==> config.mk <==
export PLATFORM = sky130hd
export DESIGN_NAME = da_fir
export DESIGN_NICKNAME = d
export VERILOG_FILES = /design/src/rtl/da_fir_pkg.sv /design/src/rtl/da_fir_taps.sv /design/src/rtl/da_fir_table.sv /design/src/rtl/da_fir_engine.sv /design/src/rtl/da_fir.sv
export SDC_FILE = /design/constraint.sdc
export NUM_CORES = 1
export LEC_CHECK = 0
export ABC_AREA = 0
export BUFFER_PORTS_ARGS = -buffer_cell sky130_fd_sc_hd__buf_4
export CAP_MARGIN = 15
export CORE_ASPECT_RATIO = 1.4
export CORE_MARGIN = 2
export CORE_UTILIZATION = 37
export CTS_CLUSTER_DIAMETER = 150
export DETAILED_ROUTE_END_ITERATION = 8
export GPL_TIMING_DRIVEN = 0
export SLEW_MARGIN = 0
export SYNTH_ARGS = -nofsm -noshare
export SYNTH_HDL_FRONTEND = slang
export SYNTH_SLANG_ARGS = --single-unit
==> constraint.sdc <==
create_clock -name clk -period 8.5 [get_ports clk]
set_input_delay 0.425 -clock clk [delete_from_list [all_inputs] [get_ports clk]]
set_output_delay 0.425 -clock clk [all_outputs]
set_load 0.02 [all_outputs]
==> src/rtl/da_fir_pkg.sv <==
package da_fir_pkg;

  // Round half toward +inf by dropping `drop` LSBs
  function automatic longint round_drop(input longint v, input int drop);
    longint half;
    if (drop <= 0) return v;
    half = longint'(1) <<< (drop - 1);
    return (v + half) >>> drop;
  endfunction

  // Clamp to a signed range of `w` bits
  function automatic longint clamp_to(input longint v, input int w);
    longint hi;
    longint lo;
    hi = (longint'(1) <<< (w - 1)) - 1;
    lo = -(longint'(1) <<< (w - 1));
    if (v > hi) return hi;
    if (v < lo) return lo;
    return v;
  endfunction

endpackage

==> src/rtl/da_fir_taps.sv <==
module da_fir_taps #(
  parameter int NTAPS = 8,
  parameter int IN_W  = 10,
  parameter int SEL_W = 4
) (
  input  logic                    clk,
  input  logic                    rst,
  input  logic                    shift_en,
  input  logic signed [IN_W-1:0]  din,
  input  logic [SEL_W-1:0]        bit_sel,
  output logic [NTAPS-1:0]        bit_slice
);

  logic signed [IN_W-1:0] line_q [NTAPS];

  always_ff @(posedge clk) begin
    if (rst) begin
      for (int i = 0; i < NTAPS; i++) line_q[i] <= '0;
    end else if (shift_en) begin
      line_q[0] <= din;
      for (int i = 1; i < NTAPS; i++) line_q[i] <= line_q[i-1];
    end
  end

  for (genvar t = 0; t < NTAPS; t++) begin : g_slice
    assign bit_slice[t] = line_q[t][bit_sel];
  end

endmodule

==> src/rtl/da_fir_table.sv <==
module da_fir_table #(
  parameter int NTAPS  = 8,
  parameter int COEF_W = 10,
  parameter int TBL_W  = 14,
  parameter logic [NTAPS*COEF_W-1:0] COEFS = '0
) (
  input  logic [NTAPS-1:0]        addr,
  output logic signed [TBL_W-1:0] value
);

  localparam int DEPTH = 1 << NTAPS;

  function automatic longint entry_sum(input int a);
    longint s;
    s = 0;
    for (int i = 0; i < NTAPS; i++)
      if (a[i]) s += longint'($signed(COEFS[i*COEF_W +: COEF_W]));
    return s;
  endfunction

  logic signed [TBL_W-1:0] rom [DEPTH];

  for (genvar a = 0; a < DEPTH; a++) begin : g_entry
    assign rom[a] = TBL_W'(entry_sum(a));
  end

  assign value = rom[addr];

endmodule

==> src/rtl/da_fir_engine.sv <==
module da_fir_engine #(
  parameter int IN_W   = 10,
  parameter int TBL_W  = 14,
  parameter int SEL_W  = 4,
  parameter int FULL_W = 25
) (
  input  logic                     clk,
  input  logic                     rst,
  input  logic                     start,
  input  logic signed [TBL_W-1:0]  tbl,
  output logic                     busy,
  output logic [SEL_W-1:0]         bit_idx,
  output logic                     step_last,
  output logic                     fin_valid,
  output logic signed [FULL_W-1:0] fin_value
);

  localparam int HW = TBL_W + 1;
  localparam logic [SEL_W-1:0] LAST_IDX = SEL_W'(IN_W - 1);

  logic signed [HW-1:0]   hi_q;
  logic [IN_W-1:0]        lo_q;
  logic signed [HW-1:0]   tbl_x;
  logic signed [HW-1:0]   step_sum;
  logic signed [HW-1:0]   hi_d;
  logic [IN_W-1:0]        lo_d;

  assign step_last = busy && (bit_idx == LAST_IDX);

  always_comb begin
    tbl_x    = HW'(tbl);
    step_sum = (bit_idx == LAST_IDX) ? (hi_q - tbl_x) : (hi_q + tbl_x);
    hi_d     = step_sum >>> 1;
    lo_d     = {step_sum[0], lo_q[IN_W-1:1]};
  end

  always_ff @(posedge clk) begin
    if (rst) begin
      busy      <= 1'b0;
      bit_idx   <= '0;
      hi_q      <= '0;
      lo_q      <= '0;
      fin_valid <= 1'b0;
      fin_value <= '0;
    end else begin
      fin_valid <= 1'b0;
      if (!busy) begin
        if (start) begin
          busy    <= 1'b1;
          bit_idx <= '0;
          hi_q    <= '0;
          lo_q    <= '0;
        end
      end else begin
        hi_q    <= hi_d;
        lo_q    <= lo_d;
        bit_idx <= bit_idx + 1'b1;
        if (step_last) begin
          busy      <= 1'b0;
          fin_valid <= 1'b1;
          fin_value <= {hi_d, lo_d};
        end
      end
    end
  end

endmodule

==> src/rtl/da_fir.sv <==
module da_fir #(
  parameter int NTAPS  = 8,
  parameter int IN_W   = 10,
  parameter int COEF_W = 10,
  parameter int OUT_W  = 10,
  parameter int DROP   = 9,
  parameter logic [NTAPS*COEF_W-1:0] COEFS = {
    -10'sd23, 10'sd57, 10'sd211, 10'sd480,
    10'sd480, 10'sd211, 10'sd57, -10'sd23}
) (
  input  logic                    clk,
  input  logic                    rst,
  input  logic                    in_valid,
  input  logic signed [IN_W-1:0]  in_data,
  output logic                    in_ready,
  output logic                    out_valid,
  output logic signed [OUT_W-1:0] out_data
);

  import da_fir_pkg::*;

  localparam int SEL_W  = (IN_W > 1) ? $clog2(IN_W) : 1;
  localparam int TBL_W  = COEF_W + $clog2(NTAPS) + 1;
  localparam int FULL_W = TBL_W + 1 + IN_W;

  logic                     eng_busy;
  logic                     eng_last;
  logic [SEL_W-1:0]         eng_cnt;
  logic [NTAPS-1:0]         slice;
  logic signed [TBL_W-1:0]  tbl_val;
  logic signed [FULL_W-1:0] full_sum;
  logic                     accept;

  assign in_ready = !eng_busy;
  assign accept   = in_valid && in_ready;

  da_fir_taps #(.NTAPS(NTAPS), .IN_W(IN_W), .SEL_W(SEL_W)) u_taps (
    .clk(clk), .rst(rst), .shift_en(accept), .din(in_data),
    .bit_sel(eng_cnt), .bit_slice(slice)
  );

  da_fir_table #(.NTAPS(NTAPS), .COEF_W(COEF_W), .TBL_W(TBL_W),
                 .COEFS(COEFS)) u_tbl (
    .addr(slice), .value(tbl_val)
  );

  da_fir_engine #(.IN_W(IN_W), .TBL_W(TBL_W), .SEL_W(SEL_W),
                  .FULL_W(FULL_W)) u_eng (
    .clk(clk), .rst(rst), .start(accept), .tbl(tbl_val),
    .busy(eng_busy), .bit_idx(eng_cnt), .step_last(eng_last),
    .fin_valid(out_valid), .fin_value(full_sum)
  );

  assign out_data = OUT_W'(clamp_to(round_drop(longint'(full_sum), DROP), OUT_W));

endmodule

Yosys cells after proc, flatten, opt, wreduce, memory -nomap -nowiden

Memories as Yosys holds them, arrays and structs flattened.
Index checks and enable logic that the tools add are counted.

Bits in registers: 55
Memory bits (writable): 80
Memory bits (read-only): 3584
Input bits: 13
Output and inout port bits: 12
Word-level logic and storage cells: 81
Memories: 2

Memories:

| name            | words | bits a word | read ports | clocked after memory_dff | write ports | line               | RTL |
|---|---|---|---|---|---|---|---|
| (no name shown) | 256   | 14          | 1          | 0                        | 0           | da_fir_table.sv:27 | `assign value = rom[addr];` |
| u_taps.line_q   | 8     | 10          | 8          | 0                        | 8           | da_fir_taps.sv:14  | `logic signed [IN_W-1:0] line_q [NTAPS];` |

$add $sub $neg: 4
Magnitude comparators: 4
Eq/ne operators: 1
Multiplexer cells: 48
Bitwise gates (word level): 10
Reduce and logical (&&, ||, !) cells: 6

Operators with widths:

| kind                                                          | count |
|---|---|
| two-way mux 10 bit                                            | 13 |
| two-way mux 15 bit                                            | 3 |
| binary-select mux 1 bit (select 4 bit)                        | 8 |
| two-way mux 14 bit                                            | 2 |
| adder 24 x 10 -> 25 bit (second input constant)               | 1 |
| two-way mux 1 bit                                             | 19 |
| > comparator 16 x 10 -> 1 bit (second input constant)         | 1 |
| less-than comparator 16 x 10 -> 1 bit (second input constant) | 1 |
| adder 15 x 14 -> 15 bit                                       | 1 |
| subtractor 15 x 14 -> 15 bit                                  | 1 |
| greater-or-equal comparator 9 bit (second input constant)     | 1 |
| two-way mux 9 bit                                             | 1 |
| inverter 8 -> 9 bit                                           | 1 |
| two-way mux 4 bit                                             | 2 |
| bitwise OR 1 bit                                              | 8 |
| less-than comparator 4 x 5 -> 1 bit (second input constant)   | 1 |
| adder 4 x 1 -> 4 bit (second input constant)                  | 1 |
| equality test 4 bit (second input constant)                   | 1 |
| logical AND 1 bit                                             | 2 |
| AND reduction 2 bit                                           | 1 |
| nonzero test 2 bit                                            | 1 |
| OR reduction 2 bit                                            | 1 |
| zero test 1 bit                                               | 1 |
| inverter 1 bit                                                | 1 |

Longest topological paths before layout

An unclocked memory read counts as a cell.

Depth in word-level cells: 10
Mapped depth: 30
Mapped depth without buffers: 26

Modules after synthesis

Synthesis repeated with hierarchy kept, for this count alone.

Cell total of the unflattened synthesis: 982
Area, all modules: 9077.5 µm²

By module, submodules not included:

| module        | instances | cells an instance | area each (µm²) | sequential area each (µm²) |
|---|---|---|---|---|
| da_fir_taps   | 1         | 238               | 3644.7          | 2402.3 |
| da_fir_engine | 1         | 356               | 2902.8          | 1061.0 |
| da_fir_table  | 1         | 321               | 2040.7          | 0.0 |
| da_fir        | 1         | 67                | 489.2           | 0.0 |

Worst setup path before layout

Ideal clock, no wire load.

Path type: flip-flop to flip-flop
From: register u_eng.bit_idx[0]
To: register u_eng.hi_q[13]
Library setup time: 0.133 ns
Data arrival time: 5.823 ns
Required time: 8.367 ns
Setup slack: 2.544 ns
Cell stages (with the launch flop): 28
Period minus slack after synthesis: 5.956 ns
Cell sequence: dfxtp_1 -> buf_4 -> buf_6 -> buf_2 -> mux4_2 -> a22oi_1 -> o21a_1 -> ha_1 -> buf_1 -> xnor2_1 -> xnor2_1 -> ha_1 -> nor2_1 -> a21o_1 -> inv_1 -> fa_1 -> nor2b_1 -> o21ai_0 -> a21boi_0 -> o21ai_0 -> a21boi_0 -> o2111ai_1 -> a31oi_1 -> mux2_2 -> nor2_1 -> nor4_1 -> mux2i_1 -> a31oi_1

Word-level cells in the longest chain between the ends: 9
Elaborated cells on any way between the ends: 25

Ends and longest elaborated chain:

| what                                                                           | line                | RTL |
|---|---|---|
| from (decl)                                                                    | da_fir_engine.sv:12 | `output logic [SEL_W-1:0] bit_idx,` |
| from (signal assigned)                                                         | da_fir_engine.sv:57 | `bit_idx <= bit_idx + 1'b1;` |
| binary-select mux 1 bit (select 4 bit)                                         | da_fir_taps.sv:26   | `assign bit_slice[t] = line_q[t][bit_sel];` |
| two-way mux 1 bit (implied by the code)                                        | da_fir_taps.sv:26   |  |
| inverter 8 -> 9 bit (implied by the code)                                      | da_fir_table.sv:27  |  |
| memory read (256 x 14 bit)                                                     | --                  |  |
| two-way mux 14 bit (implied by the code) (2 in series)                         | da_fir_table.sv:27  |  |
| adder 15 x 14 -> 15 bit / subtractor 15 x 14 -> 15 bit (equally long branches) | da_fir_engine.sv:32 | `step_sum = (bit_idx == LAST_IDX) ? (hi_q - tbl_x) : (hi_q + tbl_x);` |
| two-way mux 15 bit (*)                                                         | da_fir_engine.sv:32 |  |
| two-way mux 15 bit (*)                                                         | da_fir_engine.sv:47 | `if (!busy) begin` |
| to (signal assigned)                                                           | da_fir_engine.sv:55 | `hi_q <= hi_d;` |
| to (decl)                                                                      | da_fir_engine.sv:21 | `logic signed [HW-1:0] hi_q;` |

Every way passes the cells marked *; elsewhere a longest branch is shown, timed or not. The select of a mux whose other input is x is not followed.
A chain may end at the register's enable or synchronous reset.

Worst setup path after layout

Ends and elaborated chain as after synthesis.

==> results.sh <==
export IMPL_outcome="finished, final reports clean"
export IMPL_synth_cell_types=85
export IMPL_hold_path_class="input pin to flip-flop"
export IMPL_cts_tree="built"
export IMPL_postPlaceCellArea_sq_um=8680
export IMPL_final_cell_area_sq_um=9270
export IMPL_final_layout_size_suffix_gt1_share_pct=13.4
export IMPL_synth_mux_area_share_pct=7.15
export IMPL_antenna_found_initial=0
export IMPL_tightest_slew_ns=1.16
export IMPL_syn_area_sq_um=8110
export IMPL_synth_edff_count=80
export IMPL_hold_path_end="u_taps.line_q[0][0]"
export IMPL_grt_usage_pct=19.1
export IMPL_r2r_slack_ns=1.10
export IMPL_syn_avg_cell_area_sq_um=9.65
export IMPL_start_kind="flip-flop"
export IMPL_routed_wl_um=21300
export IMPL_detail_route_antenna_nets=0
export IMPL_ir_drop_uv=127
export IMPL_yosys_top_cells_count="80 x edfxtp_1, 70 x nor2_1, 61 x and2_1"
export IMPL_synth_fp_nets=889
export IMPL_critPathRequiredTime_ns=8.77
export IMPL_p_total_mw=2.12
export IMPL_hold_viol_final=0
export IMPL_route_vias_total=6755
export IMPL_portBuffers=22
export IMPL_synthAdderAreaFrac_pct=5.65
export IMPL_avgViaCountPerCell=5.67
export IMPL_syn_instance_count=840
export IMPL_ctsRootBufferMaster="clkbuf_16"
export IMPL_async_flop_share_pct=0
export IMPL_dp_slack_ns=1.12
export IMPL_cts_sinks=117
export IMPL_ys_ff_latch=117
export IMPL_yosysMostFrequentCell="edfxtp_1"
export IMPL_setup_ws_ns=1.10
export IMPL_slew_violations=0
export IMPL_drc=0
export IMPL_p_per_area_nw_per_um2=229
export IMPL_cp_max_fo=10
export IMPL_syn_to_final_growth_pct=14.3
export IMPL_synth_top_family_by_area="simple AND/OR/NAND/NOR gates"
export IMPL_synth_top_area_cell="edfxtp_1"
export IMPL_start_util_pct=37.4
export IMPL_netlist_area_leader_share_pct=29.6
export IMPL_finalNonFillerCells=1192
export IMPL_nets=931
export IMPL_ys_flop_type="edfxtp_1"
export IMPL_overflow=0
export IMPL_cts_made_buffers=17
export IMPL_dp_cells=1160
export IMPL_hold_depth=2
export IMPL_post_cts_resize_count=0
export IMPL_min_period_ns=7.40
export IMPL_r2r_start="u_eng.bit_idx[0]"
export IMPL_dp_hpwl_um=16000
export IMPL_cts_hold_buffers=0
export IMPL_rr_worst_depth=27
export IMPL_fmax_mhz=135
export IMPL_cts_buffer_depth=2
export IMPL_grt_pass1_wl_um=34200
export IMPL_post_cts_buffers=0
export IMPL_die_area_sq_um=23100
export IMPL_synth_simple_area_share_pct=20.4
export IMPL_r2r_end="u_eng.hi_q[13]"
export IMPL_path_class="flip-flop to flip-flop"
export IMPL_detail_route_wl_per_cell_um=17.9
export IMPL_cts_clk_slew_worst_paths_ns=0.06
export IMPL_crit_path_start="u_eng.bit_idx[0]"
export IMPL_rsz0062_at_grt="no"
export IMPL_rows=64
export IMPL_ys_warn_count=0
export IMPL_fin_hold_ws_ns=0.277
export IMPL_first_global_vias=6606
export IMPL_cp_end_kind="flip-flop"
export IMPL_period_share_pct=87.1
export IMPL_num_antenna_cells=0
export IMPL_synth_compound_area_share_pct=19.0
export IMPL_dieWidth_um=129
export IMPL_setup_viol=0
export IMPL_hp_start="in_data[0]"
export IMPL_synth_xor_area_share_pct=4.06
export IMPL_yosysSeqAreaShare_pct=38.8
export IMPL_maxCapViolations=0
export IMPL_dieHeight_um=179
export IMPL_fillers=2096
export IMPL_insertion_delay_ns=0.42
export IMPL_relSlewSlack_pct=22.5
export IMPL_leakage_nw=3.46
export IMPL_arrival_ns=7.67
export IMPL_synth_area_leaders="edfxtp_1 30%, dfxtp_1 9.1%, ha_1 5.4%"
export IMPL_pin_count=25
export IMPL_core_region_area_sq_um=21700
export IMPL_grt_max_degree=71
export IMPL_drtPass1Iterations=6
export IMPL_final_util_pct=42.7
export IMPL_finalSetupTns_ns=0
export IMPL_place_congestion=0.968
export IMPL_drt_initial_drc_count=667
export IMPL_htree_levels=4
export IMPL_fin_skew_ns=0.0105
sequential cells by signal, indices dropped and copies added (netlist names):
register	count
u_eng.lo_q	1
u_eng.bit_idx	4
u_eng.busy	1
u_taps.line_q	80
u_eng.fin_valid	1
u_eng.fin_value	16
u_eng.hi_q	14
report_power, final:
group	internal (mW)	switching (mW)	leakage [nW]	total (mW)
clock network	0.457	0.259	0.277	0.716
logic	0.291	0.439	2.02	0.730
registers	0.659	0.0195	1.16	0.679
total	1.41	0.718	3.46	2.12
worst max-delay path, stage by stage (launching register included):
cell	delay (ns)
dfxtp_1	0.36
buf_4	0.22
buf_6	0.21
buf_2	0.35
mux4_2	0.55
a22oi_1	0.28
o21a_1	0.46
ha_1	0.19
buf_1	0.52
xnor2_1	0.21
xnor2_1	0.35
ha_1	0.30
nor2_1	0.10
a21o_1	0.12
inv_1	0.06
fa_1	0.43
nor2b_1	0.11
o21ai_0	0.11
a21boi_0	0.28
o21ai_0	0.14
a21boi_0	0.37
o2111ai_1	0.21
a31oi_1	0.28
mux2_2	0.38
nor2_1	0.26
nor4_1	0.09
mux2i_1	0.20
a31oi_1	0.10
worst max path at each step:
stage | to | slack (ns)
final | u_eng.hi_q[13] | 1.10
after global routing | u_eng.hi_q[13] | 0.56
after CTS | u_eng.hi_q[13] | 1.10
after detailed placement | u_eng.hi_q[13] | 1.12
after global placement | u_eng.hi_q[13] | 1.21
after floorplan | u_eng.hi_q[13] | 2.54
final cells by class:
cell class              count  area, sq um  share of cell area, %
plain buffers              55          298                   3.21
clock buffers              18          429                   4.63
clock inverters            14          160                   1.73
inverters                  28          106                   1.15
multi-input cells         640         4570                   49.3
flip-flops and latches    117         3140                   33.9
well taps                 297          372                   4.01
repair buffers             23          193                   2.08
logic make-up after synthesis:
group | after synthesis
adder cells (fa/ha/maj) | 36
AO/OA/AOI/OAI | 220
flip-flops | 117
AND/OR/NAND/NOR | 311
buffers and inverters | 83
multiplexers | 38
XOR/XNOR | 35
cells in the final DEF, fill, tap and decap left out, types with 26 or more instances in the layout:
cell,count
nand3_1,27
nor2_1,70
and2_1,61
inv_1,26
a21oi_1,51
dfxtp_1,37
o21ai_0,35
ha_1,35
nand2_1,49
edfxtp_1,80
clkbuf_1,30
buf_4,27
metal layers:
layer / track usage (%) / routed length, um / vias to the layer above
li1: - / - / 3224
met1: 20.8 / 8350 / 3212
met2: 35.0 / 11100 / 249
met3: 3.19 / 1040 / 70
met4: 9.78 / 879 / 0
met5: 0 / 0 / -
Power figures use the tool's default switching activity.
